[config.mk]
export PLATFORM = sky130hd
export DESIGN_NAME = ide_port_decoder
export DESIGN_NICKNAME = d
export VERILOG_FILES = /design/src/rtl/ide_dec_pkg.sv /design/src/rtl/ide_cmd_decode.sv /design/src/rtl/ide_ctl_decode.sv /design/src/rtl/ide_lane_mask.sv /design/src/rtl/ide_port_decoder.sv
export SDC_FILE = /design/constraint.sdc
export NUM_CORES = 1
export LEC_CHECK = 0
export BUFFER_PORTS_ARGS = -buffer_cell sky130_fd_sc_hd__buf_2
export CAP_MARGIN = 10
export CORE_MARGIN = 2
export CORE_UTILIZATION = 24
export DETAILED_ROUTE_END_ITERATION = 12
export PLACE_DENSITY = 0.88
export SLEW_MARGIN = 20
export SYNTH_ARGS = -nofsm -noshare
export SYNTH_HDL_FRONTEND = slang
export SYNTH_SLANG_ARGS = --single-unit
export TNS_END_PERCENT = 1
[constraint.sdc]
create_clock -name vclk -period 1.3
set_input_delay 0.13 -clock vclk [all_inputs]
set_output_delay 0.13 -clock vclk [all_outputs]
set_load 0.005 [all_outputs]
[src/rtl/ide_dec_pkg.sv]
package ide_dec_pkg;
  typedef enum logic [1:0] {
    SZ_BYTE = 2'd0,
    SZ_HALF = 2'd1,
    SZ_WORD = 2'd2,
    SZ_RSVD = 2'd3
  } acc_size_e;

  typedef enum logic [1:0] {
    HIT_NONE = 2'd0,
    HIT_REG  = 2'd1,
    HIT_DP16 = 2'd2,
    HIT_DP32 = 2'd3
  } hit_e;
endpackage

[src/rtl/ide_cmd_decode.sv]
module ide_cmd_decode
  import ide_dec_pkg::*;
#(
  parameter int OFF_W = 3
) (
  input  logic [OFF_W-1:0] off_i,
  input  logic [1:0]       size_i,
  output hit_e             hit_o
);
  logic at_base;
  assign at_base = (off_i == '0);

  always_comb begin
    unique case (acc_size_e'(size_i))
      SZ_BYTE: hit_o = HIT_REG;
      SZ_HALF: hit_o = at_base ? HIT_DP16 : HIT_NONE;
      SZ_WORD: hit_o = at_base ? HIT_DP32 : HIT_NONE;
      default: hit_o = HIT_NONE;
    endcase
  end
endmodule

[src/rtl/ide_ctl_decode.sv]
module ide_ctl_decode
  import ide_dec_pkg::*;
#(
  parameter int OFF_W        = 3,
  parameter int CTL_OFF      = 2,
  parameter int CTL_IDX_BIAS = 2
) (
  input  logic [OFF_W-1:0] off_i,
  input  logic [1:0]       size_i,
  output hit_e             hit_o,
  output logic [OFF_W-1:0] idx_o
);
  localparam logic [OFF_W-1:0] HitOff = OFF_W'(CTL_OFF);
  localparam logic [OFF_W-1:0] Bias   = OFF_W'(CTL_IDX_BIAS);

  // drive sees the control register shifted past the command-side index
  assign idx_o = off_i + Bias;
  assign hit_o = ((off_i == HitOff) && (acc_size_e'(size_i) == SZ_BYTE)) ? HIT_REG : HIT_NONE;
endmodule

[src/rtl/ide_lane_mask.sv]
module ide_lane_mask
  import ide_dec_pkg::*;
#(
  parameter int DATA_W = 32
) (
  input  logic [1:0]        size_i,
  output logic [DATA_W-1:0] mask_o
);
  localparam int LANES = DATA_W / 8;

  logic [7:0] nbytes;

  always_comb begin
    unique case (acc_size_e'(size_i))
      SZ_BYTE: nbytes = 8'd1;
      SZ_HALF: nbytes = 8'd2;
      SZ_WORD: nbytes = 8'd4;
      default: nbytes = 8'(LANES);
    endcase
  end

  for (genvar g = 0; g < LANES; g++) begin : g_lane
    assign mask_o[g*8 +: 8] = {8{8'(g) < nbytes}};
  end
endmodule

[src/rtl/ide_port_decoder.sv]
module ide_port_decoder
  import ide_dec_pkg::*;
#(
  parameter int OFF_W        = 3,
  parameter int DATA_W       = 32,
  parameter int CTL_OFF      = 2,
  parameter int CTL_IDX_BIAS = 2
) (
  input  logic              win_i,
  input  logic              rd_i,
  input  logic              wr_i,
  input  logic [OFF_W-1:0]  off_i,
  input  logic [1:0]        size_i,
  input  logic [DATA_W-1:0] wdata_i,
  output logic [DATA_W-1:0] rdata_o,
  output logic              reg_rd_o,
  output logic              reg_wr_o,
  output logic              reg_bank_o,
  output logic [OFF_W-1:0]  reg_idx_o,
  output logic [7:0]        reg_wdata_o,
  input  logic [7:0]        reg_rdata_i,
  output logic              dp16_rd_o,
  output logic              dp16_wr_o,
  output logic              dp32_rd_o,
  output logic              dp32_wr_o,
  output logic [DATA_W-1:0] dp_wdata_o,
  input  logic [DATA_W-1:0] dp_rdata_i
);
  localparam int BYTE_W = 8;
  localparam int HALF_W = 16;

  hit_e             cmd_hit, ctl_hit, hit;
  logic [OFF_W-1:0] ctl_idx;
  logic [DATA_W-1:0] ones_mask;
  logic             rd_eff, wr_eff;

  ide_cmd_decode #(.OFF_W(OFF_W)) u_cmd (
    .off_i  (off_i),
    .size_i (size_i),
    .hit_o  (cmd_hit)
  );

  ide_ctl_decode #(
    .OFF_W        (OFF_W),
    .CTL_OFF      (CTL_OFF),
    .CTL_IDX_BIAS (CTL_IDX_BIAS)
  ) u_ctl (
    .off_i  (off_i),
    .size_i (size_i),
    .hit_o  (ctl_hit),
    .idx_o  (ctl_idx)
  );

  ide_lane_mask #(.DATA_W(DATA_W)) u_mask (
    .size_i (size_i),
    .mask_o (ones_mask)
  );

  // write wins when both strobes arrive together
  assign wr_eff = wr_i;
  assign rd_eff = rd_i & ~wr_i;
  assign hit    = win_i ? ctl_hit : cmd_hit;

  assign reg_rd_o    = rd_eff && (hit == HIT_REG);
  assign reg_wr_o    = wr_eff && (hit == HIT_REG);
  assign dp16_rd_o   = rd_eff && (hit == HIT_DP16);
  assign dp16_wr_o   = wr_eff && (hit == HIT_DP16);
  assign dp32_rd_o   = rd_eff && (hit == HIT_DP32);
  assign dp32_wr_o   = wr_eff && (hit == HIT_DP32);
  assign reg_bank_o  = win_i;
  assign reg_idx_o   = win_i ? ctl_idx : off_i;
  assign reg_wdata_o = wdata_i[BYTE_W-1:0];

  always_comb begin
    if (hit == HIT_DP16) dp_wdata_o = {{(DATA_W-HALF_W){1'b0}}, wdata_i[HALF_W-1:0]};
    else                 dp_wdata_o = wdata_i;
  end

  always_comb begin
    if (!rd_eff) begin
      rdata_o = '0;
    end else begin
      unique case (hit)
        HIT_REG:  rdata_o = {{(DATA_W-BYTE_W){1'b0}}, reg_rdata_i};
        HIT_DP16: rdata_o = {{(DATA_W-HALF_W){1'b0}}, dp_rdata_i[HALF_W-1:0]};
        HIT_DP32: rdata_o = dp_rdata_i;
        default:  rdata_o = ones_mask;
      endcase
    end
  end
endmodule

Word-level counts from Yosys, hierarchy flattened
Index checks and enable logic that the tools add are counted.
{ "word_totals": {"mem_count": 0, "regBits": 0, "mem_bits_ro": 0, "mem_bits_rw": 0, "latchBits": 0} }
{ "classes": {"mux": 10, "order_cmp": 4, "add_sub_neg": 1, "bitwise": 2, "n_div": 0, "n_reduce_logical": 9, "multipliers": 0, "n_eq_ne": 6, "shift": 0} }
{ "ops": {"columns": ["op", "n"], "rows": [
  ["one-hot mux 32 bit (3 select lines)", 1],
  ["two-way mux 32 bit", 2],
  ["logical AND 1 bit", 7],
  ["== test 2 bit (second input constant)", 3],
  ["less-than comparator 1 x 3 -> 1 bit (first input constant)", 2],
  ["less-than comparator 2 x 3 -> 1 bit (first input constant)", 2],
  ["two-way mux 2 bit", 3],
  ["one-hot mux 2 bit (3 select lines)", 1],
  ["one-hot mux 3 bit (2 select lines)", 1],
  ["== test 2 x 1 -> 1 bit (second input constant)", 2],
  ["adder 3 x 2 -> 3 bit (second input constant)", 1],
  ["== test 3 x 2 -> 1 bit (second input constant)", 1],
  ["logical NOT 3 bit", 1],
  ["two-way mux 3 bit", 1],
  ["logical NOT 2 bit", 1],
  ["bitwise AND 1 bit", 1],
  ["two-way mux 1 bit", 1],
  ["inverter 1 bit", 1]
]} }

Longest topological paths before layout
Gate-level depths: netlist of run 1.
{ "depth": {"depth_word": 7, "mapped_depth": 6, "ltp_nobuf": 5} }

By module
Synthesis of run 1 repeated with hierarchy kept, for this count alone.
{ "hier_totals": {"cells_unflattened": 228, "area_unflattened_um2": 1442.6} }
{ "modules_own_cells": {"columns": ["module", "area_each_um2", "n_inst", "cells_each"], "rows": [
  ["ide_port_decoder", 1103.6, 1, 182],
  ["ide_lane_mask", 264.0, 1, 35],
  ["ide_ctl_decode", 42.5, 1, 7],
  ["ide_cmd_decode", 32.5, 1, 4]
]} }

Worst setup path before layout of run 1
No wires, ideal clock.
{ "synth_timing": {"path_kind": "input -> output", "startpoint": "input size_i[0]", "endpoint": "output rdata_o[16]", "t_required_ps": 1170, "t_arrival_ps": 1389, "cell_stages": 5, "n_path_buf": 1, "path_slack_ps": -219, "path_cell_list": "or2_2 > ha_1 > or3_1 > clkbuf_1 > o22ai_1"} }
{ "synth_between": {"elab_chain_cells": 7} }
{ "synth_lines": {"columns": ["element", "line_no", "text"], "rows": [
  ["from (decl)", "ide_port_decoder.sv:13", "input logic [1:0] size_i,"],
  ["parallel branches: the longest is 5 deep, another holds less-than comparator 2 x 3 -> 1 bit", null, null],
  ["one-hot mux 32 bit (3 select lines) *", "ide_port_decoder.sv:83", "unique case (hit)"],
  ["two-way mux 32 bit *", "ide_port_decoder.sv:80", "if (!rd_eff) begin"],
  ["to (decl)", "ide_port_decoder.sv:15", "output logic [DATA_W-1:0] rdata_o,"]
]} }
Mark *: on every way between the ends.

Worst setup path after layout of run 1
Ends and elaborated chain as after synthesis.

==> out/qor.yml, run 1 <==
power_and_ir_drop:
  ir_drop_mv: 0.129
  power_leakage_nw: 0.861
  pwr_density_cell_nw_per_um2: 279
logic_synthesis:
  synth_most_common_cell: "buf_4"
  syn_avg_cell_area_sq_um: 6.51
  synth_top_area_share: 0.238
  synth_area_leaders: "buf_4 24%, and2_1 12%, o22ai_1 12%"
  yosys.area.top_type: "buf_4"
  synth_fp_nets: 212
  syn_inst: 131
  yosys_warnings: 0
  synth_cell_types: 26
  ys_seq_area_frac: 0
  synth_area_sq_um: 853
  synth_common_cells: "27 x buf_4, 19 x nand2_1, 17 x and2_1"
floorplanning:
  core.rowCount: 21
  dieArea_sq_um: 4050
  io_pins: 162
  start_util: 0.254
  die_w_um: 63.6
  core_sq_um: 3360
  die_h_um: 63.6
finish:
  drive_gt1_frac: 0.725
  stdcell_count: 279
  ff_latch_area_sq_um: 0
  syn_to_final_growth_pct: 87.4
  seq_cell_count: 0
  clkbuf_count: 0
  nNetsFinal: 316
  fin_area_sq_um: 1600
  n_antenna_cell: 0
setup_path:
  start_kind: "input port"
  crit_family: "simple AND/OR/NAND/NOR gates"
  crit_required_ns: 1.17
  critPathBufInv: 2
  cp.arrival_ns: 1.44
  critical_path_class: "in2out"
  cp.depth: 6
  critPathLaunch: "size_i[0]"
  cp_slowest_cell: "or3_4"
  path_cells: "buf_8, or2_4, ha_4, or3_4, o22ai_2, buf_2"
  crit_fanout: 8
  critPathMaxStageDelay_ns: 0.44
  critPathCaptureType: "primary output"
placement:
  portBuffers: 122
  dp_cells: 280
  hpwl_mm: 2.86
  place_congestion: 0.794
  placed_area_sq_um: 1480
detailed_routing:
  vias_per_cell: 4.69
  drtIter0Drc: 8
  first_pass_iters: 2
  ant_nets: 0
  vias: 1309
  drt_wl_total_mm: 3.42
  wl_per_cell_um: 12.2
  drc: 0
sta:
  fin_crit_ns: 1.57
  fin_ws_ns: -0.268
  rsz0062_at_grt: "true"
  report.final.slew_viol_count: 0
  setup_violations: 25
  timing.fmax_ghz: 0.638
  hold_viol_final: 0
  max_slew_margin: 0.784
  period_share: 1.21
  max_slew.worst_pin.slew_ns: 0.323
worst_hold_path:
  min_path_type: "in2out"
  hold_depth: 0
  hold_start: "wdata_i[13]"
  whs_endpoint: "dp_wdata_o[13]"
status:
  outcome: "complete, but fails checks"
  failed_checks: "setup timing"
job:
  drv_cap: 0
clock_tree:
  cts_hold_buffers: 0
  cts_setup_buffers: 0
global_routing:
  use_met2: 0.324
  use_met1: 0.144
  grt_overflow: 0
  antenna_found_initial: 0
  grt_pass1_wl_mm: 5.22
  grt_pass1_vias: 1210
  grt_usage: 0.154
  grt_max_degree: 19
  use_met3: 0.0286
  busiest_layer: "met2"
==> cell usage in the layout, fill, tap and decap left out, drive strengths merged <==
cell type,count
nand3b,1
a21o,1
nor3,2
or3,1
o22ai,16
mux2i,1
nor2b,3
buf,138
xnor2,1
nor4,1
o221a,8
o21a,8
or2,1
nand2,19
o21ai,1
nor2,6
xor2,1
ha,1
a22o,1
nand2b,1
inv,3
or3b,1
and2,17
==> how the worst max path moves through the flow <==
| stage | endpoint |
|---|---|
| 3_5_place_dp | rdata_o[16] |
| 3_3_place_gp | rdata_o[16] |
| 5_1_grt | rdata_o[16] |
| 2_1_floorplan | rdata_o[16] |
| 4_1_cts | rdata_o[16] |
| 6_report | rdata_o[16] |
==> where the power goes <==
part	switching [mW]	internal, mW
sequential	0	0
combinational	0.181	0.265
clock	0	0
total	0.181	0.265
==> final cells by class <==
class              count  area, sq um
well taps             46         57.6
inverters              3         11.3
multi-input cells     92          718
repair buffers       138          812
fillers              353         1760
==> timing repair <==
| action | CTS | global route |
|---|---|---|
| setup endpoints to repair | 38 | 53 |
| pin swaps | 4 | 8 |
| gates resized for setup | 13 | 19 |
| cloned | 0 | 0 |
==> stage by stage <==
| stage | hold WS, ns | power, mW | worst slack (ns) | setup TNS, ns | utilization |
|---|---|---|---|---|---|
| 3_3_place_gp | 0.260 | 0.400 | -0.325 | -4.49 | 0.440 |
| 3_5_place_dp | 0.260 | 0.409 | -0.338 | -5.06 | 0.440 |
| 6_report | 0.260 | 0.446 | -0.268 | -2.86 | 0.475 |
| 4_1_cts | 0.260 | 0.426 | -0.308 | -3.68 | 0.456 |
| 5_1_grt | 0.260 | 0.490 | -0.302 | -4.97 | 0.475 |
| 2_1_floorplan | 0.311 | 0.236 | -0.0827 | -0.509 | - |
==> cell families (layout without fill, tap and decap cells) <==
group,Yosys count,count (layout),synth area share
and+or+nand+nor,53,53,0.334
buffers and inverters,39,141,0.301
muxes,1,1,0.0117
AOI/OAI and AO/OA,35,35,0.318
xor gates and xnor gates,2,2,0.0205
adders and majority gates,1,1,0.0147
==> layer usage <==
metal,vias to the layer above,wire length [um]
met4,0,103
met3,13,373
met1,566,1130
met5,-,0
met2,91,1810
li1,639,-
Note: power is estimated with default switching activity, not from simulation.
==> run 2, diff against run 1 <==
--- a/config.mk
+++ b/config.mk
@@ -10,7 +10,7 @@
 export CORE_MARGIN = 2
 export CORE_UTILIZATION = 24
 export DETAILED_ROUTE_END_ITERATION = 12
-export PLACE_DENSITY = 0.88
+export PLACE_DENSITY = 0.76
 export SLEW_MARGIN = 20
 export SYNTH_ARGS = -nofsm -noshare
 export SYNTH_HDL_FRONTEND = slang
==> run 2 against run 1 <==
Effect of this change: the flow still finishes with violations (setup timing); die area unchanged; cell area down 2.5%; via count down 1.8%; utilization down 1.2 points; routed wire length shrank 3.0%; total power down 3.5%; count of clock-buffer cells in the layout did not move; non-clock buffer count grew 2; critical endpoint unchanged.
==> out/qor.yml, run 2 (synthesis gave the netlist of run 1 again) <==
sta:
  report.final.slew_viol_count: 0  # unchanged
  max_slew.worst_pin.slew_ns: 0.375  # +0.0518 ns
  rsz0062_at_grt: "true"
  timing.hold.ws_ns: 0.260  # unchanged
  hold_viol_final: 0  # unchanged
  fin_crit_ns: 1.56  # -0.00750 ns
  max_slew_margin: 0.749  # -0.0347
  fin_ws_ns: -0.260  # +0.00750 ns
  timing.fmax_ghz: 0.641  # +0.48%
  period_share: 1.20  # -0.00577
  setup_violations: 26  # +4.0%
detailed_routing:
  wl_met2_mm: 1.82  # +0.77%
  met3WireLength_um: 328  # -12%
  drtIter0Drc: 25  # +17
  drc: 0  # unchanged
  first_pass_iters: 2  # unchanged
  vias: 1286  # -1.8%
  wl_per_cell_um: 11.8  # -3.6%
  top_layer_used: "met4"
  ant_nets: 0  # unchanged
  vias_per_cell: 4.58  # -2.5%
  drt_wl_total_mm: 3.31  # -3.0%
  wl_met1_mm: 1.15  # +1.5%
power_and_ir_drop:
  p_comb_frac: 1.000  # about the same
  ir_drop_mv: 0.144  # +12%
  pwr_density_cell_nw_per_um2: 276  # -1.0%
  p_sw_frac: 0.407  # +0.000841
  power_leakage_nw: 0.856  # -0.62%
  p_int_mw: 0.255  # -3.6%
  p_seq_frac: 0  # unchanged
  clkPwrFrac: 0  # unchanged
  p_switching_mw: 0.175  # -3.3%
global_routing:
  grt_pass1_wl_mm: 5.02  # -3.8%
  antenna_found_initial: 0  # unchanged
  grt_max_degree: 19  # unchanged
  grt_pass1_vias: 1158  # -4.3%
  grt_usage: 0.146  # -0.00779
  grt_overflow: 0  # unchanged
setup_path:
  cp.arrival_ns: 1.43  # about the same
  path_cells: "buf_6, or2_4, ha_4, or3_4, o22ai_2, buf_2"
  critPathMaxStageDelay_ns: 0.44  # about the same
  crit_family: "simple AND/OR/NAND/NOR gates"
  start_kind: "input port"
  critPathCaptureType: "primary output"
  crit_required_ns: 1.17  # about the same
  cp_slowest_cell: "or3_4"
  crit_fanout: 8  # unchanged
  critical_path_class: "in2out"
  critPathBufInv: 2  # unchanged
placement:
  place_congestion: 0.683  # -14%
  portBuffers: 122  # unchanged
  pre_cts_ws_ns: -0.346  # -0.00801 ns
  hpwl_mm: 2.81  # -2.0%
worst_hold_path:
  hold_depth: 0  # unchanged
  whs_endpoint: "dp_wdata_o[13]"
  min_path_type: "in2out"
  hold_start: "wdata_i[13]"
job:
  drv_cap: 0  # unchanged
finish:
  n_antenna_cell: 0  # unchanged
  nNetsFinal: 318  # +0.63%
  drive_gt1_frac: 0.702  # -0.0232
  final_cell_mix: "117 x buf_2, 19 x nand2_1, 16 x and2_1"
  ff_latch_area_sq_um: 0  # unchanged
  seq_cell_count: 0  # unchanged
  layout_commonest_cell: "buf_2"
  syn_to_final_growth_pct: 82.7
  clkbuf_count: 0  # unchanged
floorplanning:
  core_sq_um: 3360  # unchanged
  core.rowCount: 21  # unchanged
  dieArea_sq_um: 4050  # unchanged
  die_w_um: 63.6  # unchanged
  io_pins: 162  # unchanged
  die_h_um: 63.6  # unchanged
  start_util: 0.254  # unchanged
status:
  outcome: "complete, but fails checks"
  failed_checks: "setup timing"
clock_tree:
  cts_hold_buffers: 0  # unchanged
  cts_setup_buffers: 0  # unchanged
run 2: changes by cell type in the layout (fill, tap and decap cells not counted), sizes merged:
cell,before,now
buf,138,140
run 2: through the flow:
step / TNS [ns] / std cells / area, sq um / total power [mW] / utilization
6_report: -3.15 / 281 / 1560 / 0.430 / 0.464
5_1_grt: -5.07 / 281 / 1560 / 0.474 / 0.464
4_1_cts: -3.67 / 282 / 1530 / 0.427 / 0.456
3_5_place_dp: -5.05 / 282 / 1500 / 0.414 / 0.445
3_3_place_gp: -4.62 / 282 / 1500 / 0.408 / 0.445
2_1_floorplan: -0.509 / 131 / 925 / 0.236 / -
run 2: cell type report:
| cell class | instances | area (sq um) |
|---|---|---|
| tap | 46 | 57.6 |
| multi-input combinational | 92 | 686 |
| timing repair buffer | 140 | 805 |
| fill | 360 | 1800 |
| inverter | 3 | 11.3 |
run 2: per-layer routing:
metal  global-route usage  vias up
li1                     -      640
met1                0.140      562
met2                0.326       80
met3               0.0196        4
met4              0.00815        0
met5                    0        -
run 2: worst max-delay path by stage:
stage | start | to | slack [ns] | depth (start not counted)
2_1_floorplan | size_i[0] | rdata_o[16] | -0.08 | 5
3_3_place_gp | size_i[0] | rdata_o[16] | -0.33 | 7
3_5_place_dp | size_i[0] | rdata_o[16] | -0.35 | 7
4_1_cts | size_i[0] | rdata_o[16] | -0.30 | 7
5_1_grt | size_i[0] | rdata_o[16] | -0.33 | 6
6_report | size_i[0] | rdata_o[16] | -0.26 | 6
run 2: repair_timing:
| item | CTS | global route |
|---|---|---|
| setup endpoints to repair | 40 | 53 |
| pin swaps | 6 | 4 |
| resized for setup | 10 | 9 |
run 2: power by group through the flow:
stage	logic (mW)	clock network (mW)	registers [mW]
detailed placement	0.414	0	0
finish	0.430	0	0
floorplan	0.236	0	0
global placement	0.408	0	0
CTS	0.427	0	0
global route	0.474	0	0
==> run 3, diff against run 2 <==
--- a/config.mk
+++ b/config.mk
@@ -5,12 +5,11 @@
 export SDC_FILE = /design/constraint.sdc
 export NUM_CORES = 1
 export LEC_CHECK = 0
-export BUFFER_PORTS_ARGS = -buffer_cell sky130_fd_sc_hd__buf_2
-export CAP_MARGIN = 10
-export CORE_MARGIN = 2
-export CORE_UTILIZATION = 24
+export CORE_AREA = 2 2 62 64
 export DETAILED_ROUTE_END_ITERATION = 12
-export PLACE_DENSITY = 0.76
+export DIE_AREA = 0 0 64 66
+export DONT_BUFFER_PORTS = 1
+export PLACE_DENSITY = 0.35
 export SLEW_MARGIN = 20
 export SYNTH_ARGS = -nofsm -noshare
 export SYNTH_HDL_FRONTEND = slang
==> run 3 against run 2 <==
Effect of this change: the flow still finishes with violations (setup timing); non-clock buffer count down 128; die area up 4.3%; hold slack about the same; maximum frequency up 17%; first-iteration DRC count down 64%; setup slack better by 0.22 ns; sequential share of layout area unchanged; count of clock-buffer cells in the layout unchanged; critical path type unchanged; critical endpoint unchanged; largest power group unchanged; highest routed layer unchanged.
==> out/qor.yml, run 3 (synthesis gave the netlist of run 1 again) <==
finish:
  clkbuf_count: 0  # unchanged
  n_antenna_cell: 0  # unchanged
  final_cell_mix: "19 x nand2_1, 17 x and2_1, 10 x buf_4"
  drive_gt1_frac: 0.327  # -0.375
  fillers: 386  # +7.2%
  nNetsFinal: 190  # -40%
  syn_to_final_growth_pct: 1.03
  ff_latch_area_sq_um: 0  # unchanged
  fin_area_sq_um: 862  # -45%
  seq_cell_count: 0  # unchanged
  layout_commonest_cell: "nand2_1"
sta:
  setup_violations: 8  # -69%
  fin_crit_ns: 1.34  # -0.225 ns
  max_slew.worst_pin.slew_ns: 0.304  # -0.0708 ns
  period_share: 1.03  # -0.173
  fin_ws_ns: -0.0351  # +0.225 ns
  rsz0062_at_grt: "true"
  timing.fmax_ghz: 0.749  # +17%
  hold_viol_final: 0  # unchanged
  report.final.slew_viol_count: 0  # unchanged
  max_slew_margin: 0.796  # +0.0464
setup_path:
  cp.arrival_ns: 1.21  # -0.22 ns
  critical_path_class: "in2out"
  critPathMaxStageDelay_ns: 0.44  # about the same
  critPathCaptureType: "primary output"
  path_cells: "or2_4, ha_4, or3_4, o22ai_2"
  crit_fanout: 8  # unchanged
  crit_required_ns: 1.17  # about the same
  cp_slowest_cell: "or3_4"
  start_kind: "input port"
worst_hold_path:
  hold_depth: 0  # unchanged
  hold_start: "wdata_i[13]"
  min_path_type: "in2out"
  whs_endpoint: "dp_wdata_o[13]"
floorplanning:
  core_sq_um: 3550  # +5.6%
  die_h_um: 66  # +3.7%
  start_util: 0.240  # -0.0134
  core.rowCount: 22  # +4.8%
  dieArea_sq_um: 4220  # +4.3%
  io_pins: 162  # unchanged
  die_w_um: 64  # +0.59%
placement:
  hpwl_mm: 2.47  # -12%
  place_congestion: 0.697  # +2.0%
  pre_cts_ws_ns: -0.181  # +0.166 ns
  portBuffers: 0  # -100%
  placed_area_sq_um: 845  # -44%
power_and_ir_drop:
  ir_drop_mv: 0.0645  # -55%
  power_leakage_nw: 0.285  # -67%
  pwr_density_cell_nw_per_um2: 258  # -6.3%
global_routing:
  grt_overflow: 0  # unchanged
  grt_usage: 0.101  # -0.0450
  grt_pass1_wl_mm: 3.44  # -31%
  grt_max_degree: 19  # unchanged
  grt_pass1_vias: 693  # -40%
  antenna_found_initial: 0  # unchanged
detailed_routing:
  first_pass_iters: 2  # unchanged
  drc: 0  # unchanged
  vias: 854  # -34%
  vias_per_cell: 5.51  # +20%
  drt_wl_total_mm: 2.83  # -15%
  drtIter0Drc: 9  # -64%
  ant_nets: 0  # unchanged
  wl_per_cell_um: 18.3  # +55%
job:
  drv_cap: 0  # unchanged
status:
  failed_checks: "setup timing"
  outcome: "complete, but fails checks"
==> run 3: worst max path at each step <==
stage	to	from	slack [ns]
6_report	rdata_o[16]	size_i[0]	-0.04
5_1_grt	rdata_o[16]	size_i[0]	-0.06
4_1_cts	rdata_o[16]	size_i[0]	-0.06
3_5_place_dp	rdata_o[16]	size_i[0]	-0.18
3_3_place_gp	rdata_o[16]	size_i[0]	-0.16
2_1_floorplan	rdata_o[16]	size_i[0]	-0.08
==> run 3: metrics by stage <==
| step | TNS [ns] | std cells | total power [mW] | hold WS (ns) | utilization |
|---|---|---|---|---|---|
| 2_1_floorplan | -0.509 | 131 | 0.236 | 0.311 | - |
| 3_3_place_gp | -1.12 | 155 | 0.220 | 0.260 | 0.238 |
| 3_5_place_dp | -1.25 | 155 | 0.221 | 0.260 | 0.238 |
| 4_1_cts | -0.392 | 155 | 0.226 | 0.260 | 0.241 |
| 5_1_grt | -0.376 | 155 | 0.245 | 0.260 | 0.243 |
| 6_report | -0.212 | 155 | 0.223 | 0.260 | 0.243 |
==> run 3: critical path, delay by kind of cell <==
| family | cells | cell delay (ns) |
|---|---|---|
| adder cells (fa/ha/maj) | 1 | 0.21 |
| AND/OR/NAND/NOR | 2 | 0.68 |
| AO/OA/AOI/OAI | 1 | 0.19 |
==> run 3: metal layers <==
layer  global-route usage  part of all wire  vias to the layer above
met2                0.230              0.57                       96
met1               0.0955              0.32                      368
li1                     -                 -                      386
met5                    0                 0                        -
met3               0.0136              0.11                        4
met4              0.00272            0.0042                        0
==> run 3: what timing repair did <==
item,4_1_cts,5_1_grt
pin swaps,2,1
setup endpoints to repair,8,16
hold buffers,0,0
resized for setup,2,3
setup buffers,0,0
hold endpoints to repair,0,0
==> run 3: power breakdown <==
part | leakage (nW) | switching (mW) | total (mW) | internal [mW]
clock | 0 | 0 | 0 | 0
combinational | 0.285 | 0.112 | 0.223 | 0.110
sequential | 0 | 0 | 0 | 0
==> run 3: cell type report <==
type               instances  area [sq um]  share of cell area
multi-input cells         92           676               0.784
well taps                 48          60.1              0.0697
inverters                  3          11.3              0.0131
repair buffers            12           115               0.134
